===== config.mk =====
export PLATFORM = sky130hd
export DESIGN_NAME = prom_page_reader
export DESIGN_NICKNAME = d
export VERILOG_FILES = /design/src/rtl/prom_page_reader.sv
export SDC_FILE = /design/constraint.sdc
export NUM_CORES = 1
export LEC_CHECK = 0
export ABC_AREA = 1
export CAP_MARGIN = 20
export CORE_ASPECT_RATIO = 2
export CORE_MARGIN = 1
export CORE_UTILIZATION = 47
export DETAILED_ROUTE_END_ITERATION = 7
export GPL_TIMING_DRIVEN = 1
export PLACE_DENSITY = 0.92
export SLEW_MARGIN = 5
export SYNTH_ARGS = -nofsm -noshare
export SYNTH_HDL_FRONTEND = slang
export SYNTH_SLANG_ARGS = --single-unit

===== constraint.sdc =====
create_clock -name clk -period 1.4 [get_ports clk]
set_input_delay 0.28 -clock clk [delete_from_list [all_inputs] [get_ports clk]]
set_output_delay 0.28 -clock clk [all_outputs]
set_load 0.01 [all_outputs]

===== src/rtl/prom_page_reader.sv =====
module prom_page_reader #(
  parameter int AW       = 21,
  parameter int PB       = 3,
  parameter int RAND_CYC = 7,
  parameter int PAGE_CYC = 3,
  parameter int OE_CYC   = 3,
  parameter int IDLE_CYC = 16
) (
  input  logic          clk,
  input  logic          rst_n,
  input  logic          req,
  input  logic          byte_mode,
  input  logic [AW:0]   addr,
  output logic          ready,
  output logic          rvalid,
  output logic [15:0]   rdata,
  output logic [AW-1:0] rom_addr,
  output logic          rom_ce_n,
  output logic          rom_oe_n,
  output logic          rom_byte_n,
  output logic          rom_d15_out,
  output logic          rom_d15_oe,
  input  logic [15:0]   rom_dq
);
  localparam int RWAIT = (RAND_CYC > OE_CYC) ? RAND_CYC : OE_CYC;
  localparam int CW    = $clog2(RWAIT + 1);
  localparam int IW    = $clog2(IDLE_CYC + 1);
  localparam logic [CW-1:0] RWAIT_L = CW'(RWAIT);
  localparam logic [CW-1:0] PAGE_L  = CW'(PAGE_CYC);
  localparam logic [IW-1:0] IDLE_L  = IW'(IDLE_CYC - 1);

  logic          busy;
  logic [CW-1:0] cnt;
  logic [IW-1:0] idle;
  logic          byte_q;
  logic [AW-1:0] waddr_in;
  logic          hit;

  assign waddr_in = byte_mode ? addr[AW:1] : addr[AW-1:0];
  assign hit      = !rom_ce_n && (byte_q == byte_mode) &&
                    (waddr_in[AW-1:PB] == rom_addr[AW-1:PB]);
  assign ready      = !busy;
  assign rom_byte_n = !byte_q;
  assign rom_d15_oe = byte_q;

  always_ff @(posedge clk or negedge rst_n) begin
    if (!rst_n) begin
      busy        <= 1'b0;
      cnt         <= '0;
      idle        <= '0;
      byte_q      <= 1'b0;
      rom_addr    <= '0;
      rom_d15_out <= 1'b0;
      rom_ce_n    <= 1'b1;
      rom_oe_n    <= 1'b1;
      rvalid      <= 1'b0;
      rdata       <= '0;
    end else begin
      rvalid <= 1'b0;
      if (!busy) begin
        if (req) begin
          busy        <= 1'b1;
          cnt         <= hit ? PAGE_L : RWAIT_L;
          rom_addr    <= waddr_in;
          rom_d15_out <= byte_mode & addr[0];
          byte_q      <= byte_mode;
          rom_ce_n    <= 1'b0;
          rom_oe_n    <= 1'b0;
          idle        <= '0;
        end else if (!rom_ce_n) begin
          if (idle == IDLE_L) begin
            rom_ce_n <= 1'b1;
            rom_oe_n <= 1'b1;
            idle     <= '0;
          end else begin
            idle <= idle + 1'b1;
          end
        end
      end else if (cnt == CW'(1)) begin
        busy   <= 1'b0;
        rvalid <= 1'b1;
        rdata  <= byte_q ? {8'h00, rom_dq[7:0]} : rom_dq;
      end else begin
        cnt <= cnt - 1'b1;
      end
    end
  end

  logic [CW:0] chk_len;
  always_ff @(posedge clk or negedge rst_n) begin
    if (!rst_n)           chk_len <= '0;
    else if (!busy && req) chk_len <= '0;
    else if (busy)        chk_len <= chk_len + 1'b1;
  end

  a_r7_addr_stable: assert property (@(posedge clk) disable iff (!rst_n)
    (busy && $past(busy)) |-> ($stable(rom_addr) && $stable(rom_d15_out) && $stable(rom_byte_n)));
  a_r8_valid_pulse: assert property (@(posedge clk) disable iff (!rst_n)
    rvalid |=> !rvalid);
  a_r5_wait_window: assert property (@(posedge clk) disable iff (!rst_n)
    rvalid |-> (chk_len >= (CW+1)'(PAGE_CYC) && chk_len <= (CW+1)'(RWAIT)));
  a_r4_byte_zero_ext: assert property (@(posedge clk) disable iff (!rst_n)
    (rvalid && !rom_byte_n) |-> (rdata[15:8] == 8'h00));
  a_r9_standby_idle: assert property (@(posedge clk) disable iff (!rst_n)
    rom_ce_n |-> (ready && rom_oe_n));
endmodule


==> reports/metrics.yaml <==
status: "finished, violations left"
failed_checks: "setup timing"
grt_usage_pct: 27.37
post-place-ws_ps: -526.1
maxSlewViolCount: 0
synth_nets: 428
synth_top_area_cell: "dfrtp_1"
share_seq_of_total_power_pct: 35.3
syn_avg_cell_area_um2: 7.171
pin_count: 86
die_w_um: 56.05
dp.final_hpwl_um: 6044
area_growth_syn_to_layout_pct: 46.79
critPathKind: "flop to flop"
routed_wl_um: 8888
finalSetupViolations: 11
fp.dieArea_mm2: 0.006171
wl_per_cell_um: 15.90
netlist_area_mm2: 0.002746
numCtsBuffers: 5
switching_power_mw: 2.908
fmax_mhz: 643.1
layout_min_cycle_time_ps: 1555
vdd_drop_max_uv: 1472
initial_core_util_pct: 48.52
htree_levels: 2
core-area_mm2: 0.005660
via_per_inst: 5.501
p_sw_share_pct: 39.41
grt-ovfl-total: 0
drtIter0Drc: 167
clk_latency_ps: 300
p_total_mw: 7.379
grt_start_max_net_pins: 27
seq_area_frac_synth_pct: 46.56
gp_congestion: 0.9046
clkSinkCount: 51
power.leakage_nw: 2.163
cts-root-buf: "clkbuf_16"
rows: 39
drt.antenna.violating_nets: 0
startpoint_type: "flop"
antenna_found_initial: 0
synth_top_area_share_pct: 44.65
synth_cell_types: 26
power_density_mw_per_mm2: 1830
dr.pass1.iters: 7
fin_crit_sh_pct: 111.1
synthTopCellsByArea: "dfrtp_1 45%, nand2_1 21%, nand3_1 6.4%"
fin_skew_ps: 3.806
hold_path_class: "primary input to asynchronous set/reset pin"
fp.dieH_um: 110.1
layout-drive-gt1-share_pct: 11.85
combPwrFrac_pct: 45.3
grt_pass1_vias: 3044
worst-endpoint-required_ps: 1650
rsz0062_at_grt: "yes"
fin_setup_tns_ps: -445.8
final_cell_mix: "153 x nand2_1, 49 x dfrtp_1, 42 x inv_1"
slew_headroom_pct: 75.30
num_vias: 3075
hold_viol: 0
ys_ff_latch: 51
grt_pass1_wl_um: 13080
nets: 542
crit_arrival_ps: 1800
worst_slew_pin_slew_ps: 370.5
clock_tree.buffer_depth: 2
cts_tree: "yes"
crit_path_end_kind: "flop"
fill_cells: 392
maxCapViolations: 0
diodes: 0
drc: 0
synthCells: 383
crit_path_max_fanout: 3
ys_warn_count: 0
clkPwrFrac_pct: 19.4
p_int_mw: 4.471
worst_slack_ps: -155.0
port_buffers: 85
final_common_cell: "nand2_1"
path_clk_slew_ps: 70
[repair_timing]
item	CTS	global route
hold buffers	1	0
buffers inserted	2	5
hold endpoints to repair	12	0
endpoints found under the setup margin	45	9
resized for setup	50	19
pin swaps	0	6
cloned	0	1
[sequential cells by signal, indices dropped and copies added (netlist names)]
signal and count:
rom_d15_oe 1, rvalid 1, idle 5, rom_ce_n 1
rom_oe_n 1, cnt 3, rdata 16, rom_addr 21
busy 1, rom_d15_out 1
[synthesized netlist by cell type, drive strengths merged]
| cell | n |
|---|---|
| nand2 | 157 |
| dfrtp | 49 |
| inv | 44 |
| nand3 | 35 |
| o21ai | 32 |
| nor2 | 25 |
| a21oi | 9 |
| buf | 9 |
| clkbuf | 5 |
| ha | 3 |
| xor2 | 3 |
| dfstp | 2 |
| nand3b | 2 |
| o22ai | 2 |
| a211oi | 1 |
| a22oi | 1 |
| a31oi | 1 |
| clkinv | 1 |
| mux2i | 1 |
| o211ai | 1 |
[worst paths after layout]
check                           slack (ps)                 endpoint                   from  cells past startpoint
worst min-delay path                   430  rom_addr[6]$_DFFE_PN0P_                  rst_n                      2
worst max register to register        -150       cnt[2]$_DFFE_PN0P_         busy$_DFF_PN0_                      9
worst min register to register         480    rdata[12]$_DFFE_PN0P_  rdata[12]$_DFFE_PN0P_                      2
min in group clk                       480    rdata[12]$_DFFE_PN0P_  rdata[12]$_DFFE_PN0P_                      2
max in group asynchronous              440     rom_ce_n$_DFFE_PN1N_                  rst_n                      3
worst max-delay path                  -150       cnt[2]$_DFFE_PN0P_         busy$_DFF_PN0_                      9
[routing by layer]
layer | track usage [%] | share of wire (%)
met4 | 17.60 | 5.2
met2 | 51.28 | 53
met3 | 6.768 | 8.0
met5 | 0 | 0
met1 | 26.03 | 34
[kinds of logic after synthesis]
group / share of synthesized area, %
compound gates: 8.975
mux: 0.3645
buf+inv: 9.613
flops: 46.56
fa+ha+maj: 1.367
xor+xnor: 0.9569
simple gates: 32.16
[area by class of cell]
| cell class | count | area (um2) | share of cell area [%] |
|---|---|---|---|
| Timing Repair Buffer | 120 | 1100 | 27.28 |
| Timing Repair inverter | 1 | 6.256 | 0.1552 |
| Inverter | 45 | 176.4 | 4.376 |
| Clock buffer | 6 | 128.9 | 3.197 |
| Multi-Input combinational cell | 273 | 1227 | 30.45 |
| Clock inverter | 2 | 37.54 | 0.9311 |
| Sequential cell | 51 | 1279 | 31.72 |
| Tap cell | 61 | 76.32 | 1.893 |
[metrics by stage]
stage	cells	hold WS, ps	util (%)	cell area [um2]
after floorplan	383	-15.59	-	2746
after global placement	542	206.8	67.42	3816
after detailed placement	542	210.3	67.42	3816
after CTS	553	426.1	70.00	3963
after global routing	559	461.9	71.22	4031
final	559	432.1	71.22	4031
[power by group through the flow]
stage | clock network, mW | registers, mW | logic, mW
after global routing | 1.47 | 2.68 | 3.69
after global placement | 0 | 2.60 | 3.33
after floorplan | 0 | 2.79 | 1.35
final | 1.43 | 2.61 | 3.34
after CTS | 1.41 | 2.58 | 3.15
after detailed placement | 0 | 2.62 | 3.45
[critical path, stage by stage (launching register included)]
cell,delay [ps]
dfrtp_1,440
buf_6,160
buf_4,130
nand3_1,110
inv_1,80
nor2_2,120
inv_1,80
a21oi_1,200
nand2_1,110
nand2_1,70
(Power assumes the default switching activity.)
